**src/rtl/ecc_cap_pkg.sv**
```systemverilog
package ecc_cap_pkg;

  // Error classes, listed in recording priority (index 0 wins)
  localparam int unsigned NUM_CLASS   = 4;
  localparam int unsigned CLS_RAM_COR = 0;
  localparam int unsigned CLS_FLS_COR = 1;
  localparam int unsigned CLS_RAM_UNC = 2;
  localparam int unsigned CLS_FLS_UNC = 3;

  // Register port geometry
  localparam int unsigned REG_AW = 3;
  localparam int unsigned REG_BW = 8;

  localparam logic [REG_AW-1:0] RA_CTRL     = 3'd0;
  localparam logic [REG_AW-1:0] RA_STAT     = 3'd1;
  localparam logic [REG_AW-1:0] RA_RAM_ADDR = 3'd2;
  localparam logic [REG_AW-1:0] RA_RAM_META = 3'd3;
  localparam logic [REG_AW-1:0] RA_RAM_DATA = 3'd4;
  localparam logic [REG_AW-1:0] RA_FLS_ADDR = 3'd5;
  localparam logic [REG_AW-1:0] RA_FLS_META = 3'd6;
  localparam logic [REG_AW-1:0] RA_FLS_DATA = 3'd7;

  // Bit position of each class inside the 8-bit status/control byte
  function automatic int unsigned class_pos(input int unsigned cls);
    case (cls)
      CLS_RAM_COR: class_pos = 5;
      CLS_FLS_COR: class_pos = 4;
      CLS_RAM_UNC: class_pos = 1;
      default:     class_pos = 0;
    endcase
  endfunction

  function automatic logic [REG_BW-1:0] pack_classes(input logic [NUM_CLASS-1:0] v);
    logic [REG_BW-1:0] r;
    r = '0;
    for (int unsigned c = 0; c < NUM_CLASS; c++) begin
      r[class_pos(c)] = v[c];
    end
    return r;
  endfunction

  function automatic logic [NUM_CLASS-1:0] unpack_classes(input logic [REG_BW-1:0] r);
    logic [NUM_CLASS-1:0] v;
    for (int unsigned c = 0; c < NUM_CLASS; c++) begin
      v[c] = r[class_pos(c)];
    end
    return v;
  endfunction

endpackage

```
**src/rtl/ecc_rst_sync.sv**
```systemverilog
module ecc_rst_sync #(
  parameter int unsigned STAGES = 2
) (
  input  logic clk,
  input  logic rst_n,
  output logic srst_n
);

  logic [STAGES-1:0] sync_q;
  logic [STAGES-1:0] sync_d;

  always_comb begin
    sync_d = {sync_q[STAGES-2:0], 1'b1};
  end

  always_ff @(posedge clk or negedge rst_n) begin
    if (!rst_n) begin
      sync_q <= '0;
    end else begin
      sync_q <= sync_d;
    end
  end

  assign srst_n = sync_q[STAGES-1];

endmodule

```
**src/rtl/ecc_evt_arbiter.sv**
```systemverilog
module ecc_evt_arbiter #(
  parameter int unsigned N = 4
) (
  input  logic [N-1:0] req,
  input  logic [N-1:0] en,
  output logic [N-1:0] grant
);

  logic [N-1:0] masked;

  assign masked = req & en;

  // Fixed priority: lower index wins, disabled requests never block
  for (genvar i = 0; i < N; i++) begin : g_pri
    if (i == 0) begin : g_top
      assign grant[i] = masked[i];
    end else begin : g_rest
      assign grant[i] = masked[i] & ~(|masked[i-1:0]);
    end
  end

endmodule

```
**src/rtl/ecc_status_flags.sv**
```systemverilog
module ecc_status_flags #(
  parameter int unsigned N = 4
) (
  input  logic         clk,
  input  logic         rst_n,
  input  logic [N-1:0] set,
  input  logic [N-1:0] clr,
  output logic [N-1:0] flags_q
);

  logic [N-1:0] flags_d;
  logic         flags_en;

  always_comb begin
    flags_en = (|set) | (|clr);
    for (int unsigned i = 0; i < N; i++) begin
      // hardware set dominates a simultaneous software clear
      flags_d[i] = set[i] | (flags_q[i] & ~clr[i]);
    end
  end

  always_ff @(posedge clk or negedge rst_n) begin
    if (!rst_n) begin
      flags_q <= '0;
    end else if (flags_en) begin
      flags_q <= flags_d;
    end
  end

endmodule

```
**src/rtl/ecc_capture_bank.sv**
```systemverilog
module ecc_capture_bank #(
  parameter int unsigned ADDR_W = 32,
  parameter int unsigned META_W = 12,
  parameter int unsigned DATA_W = 32
) (
  input  logic              clk,
  input  logic              rst_n,
  input  logic              cap_en,
  input  logic [ADDR_W-1:0] addr_i,
  input  logic [META_W-1:0] meta_i,
  input  logic [DATA_W-1:0] data_i,
  output logic [ADDR_W-1:0] addr_q,
  output logic [META_W-1:0] meta_q,
  output logic [DATA_W-1:0] data_q
);

  logic [ADDR_W-1:0] addr_d;
  logic [META_W-1:0] meta_d;
  logic [DATA_W-1:0] data_d;

  always_comb begin
    addr_d = addr_q;
    meta_d = meta_q;
    data_d = data_q;
    if (cap_en) begin
      addr_d = addr_i;
      meta_d = meta_i;
      data_d = data_i;
    end
  end

  always_ff @(posedge clk or negedge rst_n) begin
    if (!rst_n) begin
      addr_q <= '0;
      meta_q <= '0;
      data_q <= '0;
    end else if (cap_en) begin
      addr_q <= addr_d;
      meta_q <= meta_d;
      data_q <= data_d;
    end
  end

endmodule

```
**src/rtl/ecc_err_capture.sv**
```systemverilog
module ecc_err_capture
  import ecc_cap_pkg::*;
#(
  parameter int unsigned ADDR_W = 32,
  parameter int unsigned DATA_W = 32,
  parameter int unsigned MID_W  = 4,
  parameter int unsigned ATTR_W = 8,
  parameter int unsigned SYND_W = 8,
  parameter int unsigned REG_DW = 32
) (
  input  logic              clk,
  input  logic              rst_n,
  input  logic              ram_cor_evt,
  input  logic              ram_unc_evt,
  input  logic [ADDR_W-1:0] ram_addr,
  input  logic [SYND_W-1:0] ram_synd,
  input  logic [MID_W-1:0]  ram_mid,
  input  logic [ATTR_W-1:0] ram_attr,
  input  logic [DATA_W-1:0] ram_data,
  input  logic              fls_cor_evt,
  input  logic              fls_unc_evt,
  input  logic [ADDR_W-1:0] fls_addr,
  input  logic [MID_W-1:0]  fls_mid,
  input  logic [ATTR_W-1:0] fls_attr,
  input  logic [DATA_W-1:0] fls_data,
  input  logic              reg_we,
  input  logic [REG_AW-1:0] reg_waddr,
  input  logic [REG_BW-1:0] reg_wdata,
  input  logic [REG_AW-1:0] reg_raddr,
  output logic [REG_DW-1:0] reg_rdata,
  output logic              ecc_irq
);

  localparam int unsigned RAM_META_W = SYND_W + MID_W + ATTR_W;
  localparam int unsigned FLS_META_W = MID_W + ATTR_W;

  logic                  srst_n;
  logic [NUM_CLASS-1:0]  ctrl_q;
  logic [NUM_CLASS-1:0]  ctrl_d;
  logic                  ctrl_en;
  logic                  stat_wr;
  logic [NUM_CLASS-1:0]  stat_clr;
  logic [NUM_CLASS-1:0]  evt_req;
  logic [NUM_CLASS-1:0]  grant;
  logic [NUM_CLASS-1:0]  flags_q;
  logic                  ram_cap_en;
  logic                  fls_cap_en;
  logic [ADDR_W-1:0]     ram_addr_q;
  logic [RAM_META_W-1:0] ram_meta_q;
  logic [DATA_W-1:0]     ram_data_q;
  logic [ADDR_W-1:0]     fls_addr_q;
  logic [FLS_META_W-1:0] fls_meta_q;
  logic [DATA_W-1:0]     fls_data_q;

  ecc_rst_sync #(.STAGES(2)) u_rst_sync (
    .clk    (clk),
    .rst_n  (rst_n),
    .srst_n (srst_n)
  );

  // Control register: report enables
  always_comb begin
    ctrl_en = reg_we && (reg_waddr == RA_CTRL);
    ctrl_d  = ctrl_en ? unpack_classes(reg_wdata) : ctrl_q;
  end

  always_ff @(posedge clk or negedge srst_n) begin
    if (!srst_n) begin
      ctrl_q <= '0;
    end else if (ctrl_en) begin
      ctrl_q <= ctrl_d;
    end
  end

  // Status write-one-to-clear decode
  always_comb begin
    stat_wr  = reg_we && (reg_waddr == RA_STAT);
    stat_clr = stat_wr ? unpack_classes(reg_wdata) : '0;
  end

  always_comb begin
    evt_req                = '0;
    evt_req[CLS_RAM_COR]   = ram_cor_evt;
    evt_req[CLS_FLS_COR]   = fls_cor_evt;
    evt_req[CLS_RAM_UNC]   = ram_unc_evt;
    evt_req[CLS_FLS_UNC]   = fls_unc_evt;
  end

  ecc_evt_arbiter #(.N(NUM_CLASS)) u_arb (
    .req   (evt_req),
    .en    (ctrl_q),
    .grant (grant)
  );

  ecc_status_flags #(.N(NUM_CLASS)) u_flags (
    .clk     (clk),
    .rst_n   (srst_n),
    .set     (grant),
    .clr     (stat_clr),
    .flags_q (flags_q)
  );

  assign ram_cap_en = grant[CLS_RAM_COR] | grant[CLS_RAM_UNC];
  assign fls_cap_en = grant[CLS_FLS_COR] | grant[CLS_FLS_UNC];

  ecc_capture_bank #(
    .ADDR_W (ADDR_W),
    .META_W (RAM_META_W),
    .DATA_W (DATA_W)
  ) u_ram_bank (
    .clk    (clk),
    .rst_n  (srst_n),
    .cap_en (ram_cap_en),
    .addr_i (ram_addr),
    .meta_i ({ram_synd, ram_mid, ram_attr}),
    .data_i (ram_data),
    .addr_q (ram_addr_q),
    .meta_q (ram_meta_q),
    .data_q (ram_data_q)
  );

  ecc_capture_bank #(
    .ADDR_W (ADDR_W),
    .META_W (FLS_META_W),
    .DATA_W (DATA_W)
  ) u_fls_bank (
    .clk    (clk),
    .rst_n  (srst_n),
    .cap_en (fls_cap_en),
    .addr_i (fls_addr),
    .meta_i ({fls_mid, fls_attr}),
    .data_i (fls_data),
    .addr_q (fls_addr_q),
    .meta_q (fls_meta_q),
    .data_q (fls_data_q)
  );

  assign ecc_irq = |flags_q;

  // Read multiplexer
  always_comb begin
    case (reg_raddr)
      RA_CTRL:     reg_rdata = REG_DW'(pack_classes(ctrl_q));
      RA_STAT:     reg_rdata = REG_DW'(pack_classes(flags_q));
      RA_RAM_ADDR: reg_rdata = REG_DW'(ram_addr_q);
      RA_RAM_META: reg_rdata = REG_DW'(ram_meta_q);
      RA_RAM_DATA: reg_rdata = REG_DW'(ram_data_q);
      RA_FLS_ADDR: reg_rdata = REG_DW'(fls_addr_q);
      RA_FLS_META: reg_rdata = REG_DW'(fls_meta_q);
      default:     reg_rdata = REG_DW'(fls_data_q);
    endcase
  end

endmodule

```
**config.mk**
```make
export PLATFORM = sky130hd
export DESIGN_NAME = ecc_err_capture
export DESIGN_NICKNAME = d
export VERILOG_FILES = /design/src/rtl/ecc_cap_pkg.sv /design/src/rtl/ecc_rst_sync.sv /design/src/rtl/ecc_evt_arbiter.sv /design/src/rtl/ecc_status_flags.sv /design/src/rtl/ecc_capture_bank.sv /design/src/rtl/ecc_err_capture.sv
export SDC_FILE = /design/constraint.sdc
export NUM_CORES = 1
export LEC_CHECK = 0
export ABC_AREA = 0
export BUFFER_PORTS_ARGS = -buffer_cell sky130_fd_sc_hd__buf_2
export CAP_MARGIN = 20
export CELL_PAD_IN_SITES_DETAIL_PLACEMENT = 0
export CELL_PAD_IN_SITES_GLOBAL_PLACEMENT = 1
export CORE_AREA = 3 3 154 126
export CTS_CLUSTER_SIZE = 12
export DETAILED_ROUTE_END_ITERATION = 8
export DIE_AREA = 0 0 157 129
export PLACE_DENSITY_LB_ADDON = 0.25
export SLEW_MARGIN = 5
export SYNTH_ARGS = -nofsm -noshare
export SYNTH_HDL_FRONTEND = slang
export SYNTH_SLANG_ARGS = --single-unit
```
**constraint.sdc**
```tcl
create_clock -name clk -period 9.7 [get_ports clk]
set_clock_uncertainty 0.1 [all_clocks]
set_input_delay 0.485 -clock clk [delete_from_list [all_inputs] [get_ports clk]]
set_output_delay 0.485 -clock clk [all_outputs]
set_load 0.02 [all_outputs]
```
======== After elaboration in Yosys (flattened, before gate mapping) ========
Index checks and enable logic that the tools add are counted.
operators by class
  order comparisons ....................... 16
  reductions and logical operators ........ 17
  mux-type cells .......................... 32
  bitwise logic cells ..................... 24
  equal/unequal tests ..................... 7
operators with widths
  operator             count
  $ge 32x1->1 const B  8
  $lt 32x4->1 const B  8
  $mux 32              8
  $pmux 32 s7          1
  $bwmux 8             6
  $demux 1 s3          8
  $and 8x8->8          2
  $reduce_or 4->1      3
  $logic_and 1x1->1    10
  $eq 3x3->1 const B   3
  $mux 1               8
  $and 1x1->1          7
  $not 1->1            7
  $or 1x1->1           7
  $eq 3x1->1 const B   2
  $eq 3x2->1 const B   2
  $logic_not 3->1      2
  $and 4x4->4          1
  $mux 4               1
  $reduce_or 3->1      1
  $reduce_or 2->1      1
storage, ports and cells
  flip-flop bits (word level) ............. 170
  logic and storage cells ................. 105
  input bits .............................. 181

======== Longest topological paths before layout ========
Gate-level depths: netlist of the first run.
  depth after elaboration ................. 11
  mapped depth ............................ 6
  depth with buffers taken out ............ 4

======== By module ========
A second synthesis of the first run with hierarchy kept.
second synthesis, totals
  cell total of the unflattened synthesis .. 588
  area, all modules ....................... 8,321.7 µm²
by module, submodules not included
  module                          cells an instance  instances  seq. area each (µm²)  area an instance (µm²)
  ecc_capture_bank at u_ram_bank  177                1          2,102.0               3,362.0
  ecc_capture_bank at u_fls_bank  160                1          1,901.8               2,975.4
  ecc_err_capture                 229                1          100.1                 1,740.4
  ecc_status_flags                12                 1          100.1                 145.1
  ecc_rst_sync                    3                  1          50.0                  53.8
  ecc_evt_arbiter                 7                  1          0.0                   45.0

======== Least setup slack after synthesis of the first run ========
OpenSTA, ideal clock, no wires.
  path kind ............................... input to output
  from .................................... in reg_raddr[1]
  to ...................................... out reg_rdata[1]
  path buffers ............................ 2
  data arrival time ....................... 1.599 ns
  path slack .............................. 7.516 ns
  data required time ...................... 9.115 ns
  stages .................................. 5
  cell sequence ........................... buf_4 -> buf_2 -> mux4_2 -> nor2_1 -> a211oi_1
on the way
  cells in the longest elaborated chain, start to end .. 2
  elaborated cells on any way between the ends .. 8
  classes of those cells .................. eq/ne: 6; mux: 1; reduce/logical: 1
ends and longest elaborated chain
  what                                RTL line                source
  from (decl)                         ecc_err_capture.sv:29   input logic [REG_AW-1:0] reg_raddr,
  $eq 3x3->1 (tied with other cells)  ecc_err_capture.sv:142  case (reg_raddr)
  $pmux 32 s7 (*)                     ecc_err_capture.sv:142
  to (decl)                           ecc_err_capture.sv:30   output logic [REG_DW-1:0] reg_rdata,
Every way passes the cells marked *; elsewhere a longest branch is shown, timed or not.

======== Worst setup path after layout of the first run ========
  from .................................... in reg_raddr[0]
  to ...................................... out reg_rdata[0]
Same word-level chain as after synthesis.

==> results of run 1 <==
## state kept, by name, indices dropped and copies added, names as in the netlist
register           flops
u_flags.flags_q        4
u_fls_bank.data_q     32
ctrl_q                 4
u_fls_bank.addr_q     32
u_ram_bank.meta_q     20
u_fls_bank.meta_q     12
u_ram_bank.addr_q     32
u_rst_sync.sync_q      2
u_ram_bank.data_q     32
## through the flow
| stage | setup WS, ns | instance area, sq um | hold slack, ns |
|---|---|---|---|
| 3_5_place_dp | 6.56 | 9270 | 0.0866 |
| 3_3_place_gp | 6.54 | 9270 | 0.0792 |
| 4_1_cts | 6.56 | 9890 | 0.0942 |
| 5_1_grt | 6.44 | 9890 | 0.111 |
| 2_1_floorplan | 4.51 | 8190 | 0.0894 |
| 6_report | 6.61 | 9900 | 0.0874 |
## routing by layer
layer  vias up  wire [um]
met1      2762       9120
met2       152       9310
met4         6        293
li1       2518          -
met3        27       1410
met5         -         28
## cell usage in the layout (no fill, tap or decap), drive strengths merged, types with 12 or more instances in the layout
cell,instances
a21oi,29
clkbuf,18
a22oi,15
nand2,28
a221oi,16
o221ai,12
buf,219
mux2,182
nor2,22
dfrtp,170
nor2b,16
## cell type report
| class | count | share of cell area, % |
|---|---|---|
| Multi-Input combinational cell | 367 | 36.4 |
| Clock buffer | 18 | 4.44 |
| Clock inverter | 14 | 1.82 |
| Sequential cell | 170 | 43.0 |
| Tap cell | 230 | 2.91 |
| Timing Repair Buffer | 220 | 11.4 |
| Antenna cell | 1 | 0.0253 |
## how the worst min path moves through the flow
stage,cells after the start,start,slack [ns],end
global route,0,u_rst_sync.sync_q[1]$_DFF_PN0_,0.11,u_fls_bank.addr_q[9]$_DFFE_PN0P_
CTS,0,u_rst_sync.sync_q[1]$_DFF_PN0_,0.09,u_fls_bank.addr_q[9]$_DFFE_PN0P_
detailed placement,0,u_rst_sync.sync_q[1]$_DFF_PN0_,0.09,u_fls_bank.addr_q[9]$_DFFE_PN0P_
finish,0,u_rst_sync.sync_q[1]$_DFF_PN0_,0.09,u_fls_bank.addr_q[9]$_DFFE_PN0P_
floorplan,0,rst_n,0.09,u_rst_sync.sync_q[0]$_DFF_PN0_
global placement,0,u_rst_sync.sync_q[1]$_DFF_PN0_,0.08,u_fls_bank.addr_q[9]$_DFFE_PN0P_
## power breakdown
part           internal, mW  leakage [nW]  switching, mW
logic                 0.446          2.38          0.276
registers             0.969          1.98          0.148
clock network         0.417         0.292          0.304
total                  1.83          4.66          0.729
## cell families (layout without fill, tap and decap cells)
family          count (synthesis)  in the layout  share of synthesized area [%]
compound gates                 99             99                           8.67
buf+inv                        42            252                           4.20
flops                         170            170                           52.0
other cells                     1              2                         0.0458
simple gates                   82             82                           4.98
mux                           185            185                           30.1
## repair_timing
item	in CTS	in global routing
endpoints found under the hold margin	2	0
hold buffers	1	0
setup buffers	0	0
==> impl_metrics.json, run 1 <==
{
  "outcome": "complete, no violations",
  "top_usage_layer": "met2",
  "ir_drop_mv": 0.115,
  "reg2reg_from": "ctrl_q[1]$_DFFE_PN0P_",
  "hold_class": "flop to async pin",
  "routedWlPerCell_um": 19.8,
  "r2r-end": "u_ram_bank.addr_q[1]$_DFFE_PN0P_",
  "grt-ovfl-total": 0,
  "syn2layout_area_growth_pct": 20.9,
  "drt_pre_antenna_iters": 4,
  "rsz0062_at_grt": "false",
  "die_area_sq_um": 20300,
  "worstSetupEndpoint": "reg_rdata[0]",
  "worstSetupPathDepth": 7,
  "slew_violations": 0,
  "fp-row-count": 44,
  "min_period_ns": 3.09,
  "antenna_found_initial": 3,
  "cp-startpoint": "reg_raddr[0]",
  "die-width_um": 157,
  "drcViolationCount": 0,
  "post_cts_resized": 0,
  "clk-insertion-delay-late_ns": 0.44,
  "cp-end-kind": "output pin",
  "syn_area_per_cell_sq_um": 14.1,
  "register_area_sq_um": 4260,
  "wirelength_um": 20200,
  "power.leakage_nw": 4.66,
  "vias": 5465,
  "crit_type": "input port to output pin",
  "power.total_mw": 2.56,
  "cts_tree": "done",
  "tightestPinTransition_ns": 0.986,
  "grt_pass1_vias": 5963,
  "cts.sinks": 170,
  "yosysTopAreaCell": "dfrtp_1",
  "ctsLongestPathBuffers": 2,
  "seq_area_frac_synth_pct": 52.0,
  "multi_input_area_sq_um": 3600,
  "crit_family": "simple AND/OR/NAND/NOR gates",
  "critPathArrivalTime_ns": 2.51,
  "fp.dieH_um": 129,
  "finalHoldViolations": 0,
  "fmax_ghz": 0.323,
  "gr-usage-met1_pct": 26.9,
  "syn_inst": 579,
  "async_flop_share_pct": 100,
  "ant_nets": 0,
  "grt_use_met2_pct": 31.4,
  "ys_top_cells_by_area": "dfrtp_1 52%, mux2_4 18%, mux2_2 11%, a21oi_1 1.8%, a221oi_1 1.6%",
  "routabilityCongestion": 0.782,
  "crit_required_ns": 9.12,
  "powerDensity_nw_per_um2": 259,
  "finalCritPeriodShare_pct": 31.9,
  "synth_top_area_share_pct": 52.0,
  "grt_usage_pct": 20.1,
  "nets": 957,
  "clkTransAtPathRegs_ns": 0.07,
  "synth_area_sq_um": 8190,
  "synth_edf_count": 0,
  "yosysMostFrequentCell": "dfrtp_1",
  "start_kind": "input port",
  "io_buffers": 209,
  "instances_no_fill": 1020,
  "grtUsageMet3_pct": 6.52,
  "setup_violations": 0,
  "cap_violations": 0,
  "synth-main-ff-cell": "dfrtp_1",
  "fillers": 1527,
  "numCtsBuffers": 17,
  "ys_types": 41,
  "dpl.cell_count": 986,
  "yosysWarnings": 0,
  "grt_max_degree": 78,
  "slowest_delay_ns": 0.57,
  "start_util_pct": 45.5,
  "max_slew_margin_pct": 34.2,
  "layout-drive-gt1-share_pct": 56.1,
  "coreArea_sq_um": 18000,
  "ys_top_cells_by_count": "170 x dfrtp_1, 100 x mux2_4, 82 x mux2_2",
  "cp_max_fo": 61,
  "grt_pass1_wl_um": 31700,
  "fin_util_pct": 55.0,
  "cts_root_buf": "clkbuf_16",
  "crit_buf_inv": 3,
  "r2r_slack_ns": 6.97,
  "setup_tns_ns": 0,
  "dpl.hpwl_um": 13400,
  "crit_chain": "buf_2 -> buf_4 -> nand2b_1 -> nor3b_1 -> a31oi_1 -> a31oi_1 -> buf_2",
  "syn_nets": 760,
  "ys_ff_latch": 170,
  "slowest_stage": "nand2b_1",
  "vias_per_cell": 5.36,
  "rr_worst_depth": 5,
  "htreeDepth": 4,
  "ios": 214,
  "first_iter_violations": 277
}
Power figures use the tool's default switching activity.
==> run 2, diff against run 1 <==
--- a/config.mk
+++ b/config.mk
@@ -10,10 +10,10 @@
 export CAP_MARGIN = 20
 export CELL_PAD_IN_SITES_DETAIL_PLACEMENT = 0
 export CELL_PAD_IN_SITES_GLOBAL_PLACEMENT = 1
-export CORE_AREA = 3 3 154 126
+export CORE_AREA = 3 3 159 130
 export CTS_CLUSTER_SIZE = 12
 export DETAILED_ROUTE_END_ITERATION = 8
-export DIE_AREA = 0 0 157 129
+export DIE_AREA = 0 0 162 133
 export PLACE_DENSITY_LB_ADDON = 0.25
 export SLEW_MARGIN = 5
 export SYNTH_ARGS = -nofsm -noshare
==> constraint.sdc (replaced) <==
create_clock -name clk -period 3 [get_ports clk]
set_clock_uncertainty 0.1 [all_clocks]
set_input_delay 0.15 -clock clk [delete_from_list [all_inputs] [get_ports clk]]
set_output_delay 0.15 -clock clk [all_outputs]
set_load 0.02 [all_outputs]
==> run 2 against run 1 <==
Sequential share of layout area down 6.5 points. Combinational power rose to 3.5 times the previous value. Flip-flop and latch count did not move. Register-to-register slack got worse by 6.1 ns. Clock power rose to 3.0 times the previous value. Largest cell class unchanged. Largest power group unchanged.
==> impl_metrics.json, run 2 (synthesized netlist as in run 1, its figures left out) <==
{
  "rr_worst_depth": 4,
  "setup_tns_ns": 0,
  "finalHoldViolations": 0,
  "cp-end-kind": "output pin",
  "ctsLongestPathBuffers": 2,
  "clk-insertion-delay-late_ns": 0.43,
  "crit_required_ns": 2.75,
  "rsz0062_at_grt": "false",
  "die-width_um": 162,
  "layout_commonest_cell": "buf_2",
  "dpl.cell_count": 1020,
  "power.leakage_nw": 5.38,
  "outcome": "complete, no violations",
  "grt_pass1_wl_um": 36700,
  "min_period_ns": 2.21,
  "wirelength_um": 22600,
  "first_iter_violations": 249,
  "routabilityCongestion": 0.811,
  "fillers": 1518,
  "slowest_stage": "nand2b_1",
  "powerDensity_nw_per_um2": 717,
  "slowest_delay_ns": 0.62,
  "grt-ovfl-total": 0,
  "fin_area_sq_um": 11700,
  "crit_family": "buffers and inverters",
  "ant_nets": 0,
  "crit_type": "input port to output pin",
  "min_path_cells": 3,
  "cts.sinks": 170,
  "antenna_found_initial": 0,
  "numCtsBuffers": 17,
  "min_to": "u_flags.flags_q[0]$_DFFE_PN0P_",
  "drcViolationCount": 0,
  "hold_path_startpoint": "ram_cor_evt",
  "vias_per_cell": 5.10,
  "r2r-end": "u_fls_bank.addr_q[14]$_DFFE_PN0P_",
  "grt_max_degree": 55,
  "fp.dieH_um": 133,
  "layout-drive-gt1-share_pct": 46.2,
  "syn2layout_area_growth_pct": 42.4,
  "crit_buf_inv": 2,
  "post_dp_cell_area_sq_um": 9380,
  "start_kind": "input port",
  "reg2reg_from": "ctrl_q[0]$_DFFE_PN0P_",
  "cp_common_cell": "buf_2",
  "die_area_sq_um": 21500,
  "cap_violations": 0,
  "drt_pre_antenna_iters": 6,
  "instances_no_fill": 1221,
  "fp-row-count": 45,
  "nets": 1131,
  "cts_tree": "done",
  "start_util_pct": 43.0,
  "grt_pass1_vias": 6904,
  "routedWlPerCell_um": 18.5,
  "final_cell_mix": "209 x buf_2, 169 x dfrtp_1, 169 x dlygate4sd3_1",
  "slew_violations": 0,
  "cp_max_fo": 32,
  "clkTransAtPathRegs_ns": 0.06,
  "r2r_slack_ns": 0.86,
  "ios": 214,
  "dpl.hpwl_um": 14100,
  "setup_violations": 0,
  "vias": 6226,
  "tightestPinTransition_ns": 0.762,
  "finalCritPeriodShare_pct": 73.6,
  "power.total_mw": 8.36,
  "cts_setup_buffers": 0,
  "coreArea_sq_um": 19000,
  "fmax_ghz": 0.453,
  "io_buffers": 209,
  "cts_root_buf": "clkbuf_16",
  "critPathArrivalTime_ns": 1.96,
  "hold_class": "input port to flop",
  "antenna_cells": 0,
  "crit_chain": "buf_2 -> nand2b_1 -> o221ai_1 -> a21oi_1 -> buf_2",
  "htreeDepth": 4,
  "max_slew_margin_pct": 49.2,
  "grt_usage_pct": 21.4,
  "ir_drop_mv": 0.330
}
-- run 2: cell type report --
cell class | instances | area [sq um] | area share (%)
clock buffer | 23 | 468 | 4.01
sequential | 170 | 4260 | 36.5
tap | 258 | 323 | 2.77
multi-input combinational | 367 | 3600 | 30.9
timing repair buffer | 394 | 2900 | 24.8
clock inverter | 9 | 114 | 0.977
-- run 2: report_power, final --
| part | switching [mW] | internal [mW] |
|---|---|---|
| logic | 0.947 | 1.60 |
| clock network | 0.914 | 1.28 |
| registers | 0.487 | 3.14 |
| total | 2.35 | 6.01 |
-- run 2: worst max-delay path by stage --
| stage | startpoint | to | slack, ns | depth (start not counted) |
|---|---|---|---|---|
| 2_1_floorplan | u_rst_sync.sync_q[1]$_DFF_PN0_ | ctrl_q[0]$_DFFE_PN0P_ | 0.09 | 0 |
| 3_3_place_gp | reg_raddr[1] | reg_rdata[1] | 0.78 | 5 |
| 3_5_place_dp | reg_raddr[1] | reg_rdata[1] | 0.81 | 5 |
| 4_1_cts | reg_raddr[1] | reg_rdata[1] | 0.82 | 5 |
| 5_1_grt | reg_raddr[1] | reg_rdata[0] | 0.63 | 6 |
| 6_report | reg_raddr[1] | reg_rdata[21] | 0.79 | 5 |
-- run 2: what timing repair did --
| item | CTS | global route |
|---|---|---|
| hold buffers | 169 | 0 |
| endpoints found under the hold margin | 170 | 0 |
| gates resized for setup | 0 | 0 |
-- run 2: routing by layer --
layer	wire [um]	vias to the layer above	share of wire, %	track usage [%]
met1	9720	3141	43	27.0
met4	418	0	1.8	6.40
met2	11300	192	50	36.7
met3	1220	36	5.4	5.16
met5	0	-	0	0
li1	-	2857	-	-
-- run 2: tightest hold or removal path: stages --
cell	delay [ns]
buf_2	0.08
nand2_1	0.17
nand2_1	0.12
-- run 2: through the flow --
step | setup slack (ns) | hold slack [ns] | utilization (%)
after detailed placement | 0.813 | -0.163 | 49.3
after CTS | 0.822 | 0.0117 | 61.2
after floorplan | 0.0896 | -0.246 | -
final | 0.793 | 0.0386 | 61.2
after global routing | 0.632 | 0.0264 | 61.2
after global placement | 0.783 | -0.166 | 49.3
==> run 3, diff against run 2 <==
==> constraint.sdc (replaced) <==
create_clock -name clk -period 2.05 [get_ports clk]
set_clock_uncertainty 0.1 [all_clocks]
set_input_delay 0.1025 -clock clk [delete_from_list [all_inputs] [get_ports clk]]
set_output_delay 0.1025 -clock clk [all_outputs]
set_load 0.02 [all_outputs]
==> run 3 against run 2 <==
Combinational power rose by 50%. Core utilization rose by 1.2 points. Sequential power rose by 47%. Largest cell class unchanged. Highest routed layer unchanged.
==> impl_metrics.json, run 3 (synthesized netlist as in run 1, its figures left out) <==
{
  "grt-ovfl-total": 0,
  "setup_violations": 0,
  "grt_max_degree": 44,
  "powerDensity_nw_per_um2": 1030,
  "ant_nets": 0,
  "start_util_pct": 43.0,
  "power.leakage_nw": 5.50,
  "drcViolationCount": 0,
  "clkTransAtPathRegs_ns": 0.07,
  "fp-row-count": 45,
  "cp_max_fo": 2,
  "grt_pass1_vias": 7052,
  "rsz0062_at_grt": "false",
  "antenna_found_initial": 1,
  "wirelength_um": 23100,
  "crit_required_ns": 1.85,
  "cts_setup_buffers": 0,
  "cts_tree": "done",
  "dpl.hpwl_um": 14400,
  "crit_family": "compound AO/OA/AOI/OAI gates",
  "syn2layout_area_growth_pct": 45.2,
  "cts.sinks": 170,
  "nets": 1148,
  "ir_drop_mv": 0.570,
  "fp.dieH_um": 133,
  "whs_ns": 0.159,
  "layout-drive-gt1-share_pct": 46.8,
  "htreeDepth": 4,
  "cap_violations": 0,
  "die_area_sq_um": 21500,
  "ios": 214,
  "clk-insertion-delay-late_ns": 0.42,
  "fmax_ghz": 0.524,
  "hold_class": "input port to flop",
  "grt_pass1_wl_um": 37500,
  "finalCritPeriodShare_pct": 93.2,
  "min_period_ns": 1.91,
  "crit_type": "flop to output pin",
  "tightestPinTransition_ns": 0.662,
  "crit_buf_inv": 1,
  "cts_root_buf": "clkbuf_16",
  "post_cts_resized": 0,
  "setup_tns_ns": 0,
  "cp-end-kind": "output pin",
  "routabilityCongestion": 0.796,
  "io_buffers": 209,
  "start_kind": "flop",
  "outcome": "complete, no violations",
  "drt_pre_antenna_iters": 4,
  "min_path_cells": 5,
  "vias": 6261,
  "layout_commonest_cell": "buf_2",
  "slew_violations": 0,
  "vias_per_cell": 5.05,
  "finalHoldViolations": 0,
  "cp_common_cell": "a22o_1",
  "ctsLongestPathBuffers": 2,
  "grt_usage_pct": 21.9,
  "routedWlPerCell_um": 18.7,
  "critPathArrivalTime_ns": 1.71,
  "worstSetupPathDepth": 4,
  "first_iter_violations": 352,
  "final_cell_mix": "209 x buf_2, 175 x dlygate4sd3_1, 169 x dfrtp_1",
  "max_slew_margin_pct": 55.8,
  "numCtsBuffers": 17,
  "coreArea_sq_um": 19000,
  "slowest_stage": "dfrtp_1",
  "die-width_um": 162,
  "slowest_delay_ns": 0.39,
  "rr_worst_depth": 5,
  "crit_chain": "mux2_2 -> a22o_1 -> a22o_1 -> buf_2"
}
-- run 3: changes by cell type in the layout (fill, tap and decap cells not counted), sizes merged --
| cell | change |
|---|---|
| dlygate4sd3 | +6 |
| inv | +3 |
| bufinv | -1 |
| clkbuf | -3 |
| clkinvlp | -1 |
| clkinv | +2 |
| buf | +11 |
| diode | +1 |
-- run 3: worst paths after layout --
path,startpoint,slack (ns),endpoint
setup / recovery,u_fls_bank.data_q[10]$_DFFE_PN0P_,0.14,reg_rdata[10]
hold / removal,reg_we,0.16,u_flags.flags_q[0]$_DFFE_PN0P_
setup reg to reg,ctrl_q[2]$_DFFE_PN0P_,0.21,u_fls_bank.addr_q[15]$_DFFE_PN0P_
hold reg to reg,u_rst_sync.sync_q[0]$_DFF_PN0_,0.25,u_rst_sync.sync_q[1]$_DFF_PN0_
max in group asynchronous,u_rst_sync.sync_q[1]$_DFF_PN0_,0.97,u_fls_bank.addr_q[18]$_DFFE_PN0P_
min in group asynchronous,u_rst_sync.sync_q[1]$_DFF_PN0_,0.27,u_ram_bank.data_q[6]$_DFFE_PN0P_
-- run 3: area by class of cell --
class / instances / area (sq um)
well taps: 258 / 323
repair buffers: 411 / 3140
flip-flops and latches: 170 / 4260
multi-input cells: 367 / 3600
clock buffers: 20 / 457
fillers: 1460 / 7140
diodes: 1 / 2.50
clock inverters: 12 / 113
-- run 3: repair_timing --
item                                   CTS  global route
endpoints found under the hold margin  170             0
setup endpoints to repair                0             0
hold buffers                           175             0
-- run 3: through the flow --
stage / utilization [%] / cell area (sq um) / power, mW / instances / setup WS, ns
global placement: 50.3 / 9570 / 8.72 / 1031 / 0.277
detailed placement: 50.3 / 9570 / 8.87 / 1031 / 0.218
finish: 62.5 / 11900 / 12.3 / 1239 / 0.140
floorplan: - / 8190 / 7.99 / 579 / 0.192
CTS: 62.5 / 11900 / 12.4 / 1238 / 0.115
global route: 62.5 / 11900 / 12.9 / 1239 / 0.0688
-- run 3: power breakdown --
part	leakage [nW]	internal, mW	switching [mW]	total (mW)
clock network	0.278	1.76	1.41	3.16
registers	1.98	4.59	0.728	5.32
logic	3.24	2.43	1.40	3.82
-- run 3: worst reg2reg max path: stages (launching register included) --
cell	delay [ns]
dfrtp_1	0.42
nand2_1	0.11
nand3_2	0.11
a21boi_4	0.24
buf_12	0.32
mux2_2	0.42
-- run 3: metal layers --
layer	up-vias	part of all wire [%]	GRT usage, %
met4	0	2.0	7.58
met2	198	50	36.7
li1	2892	-	-
met3	37	4.6	4.69
met5	-	0	0
met1	3134	44	28.2
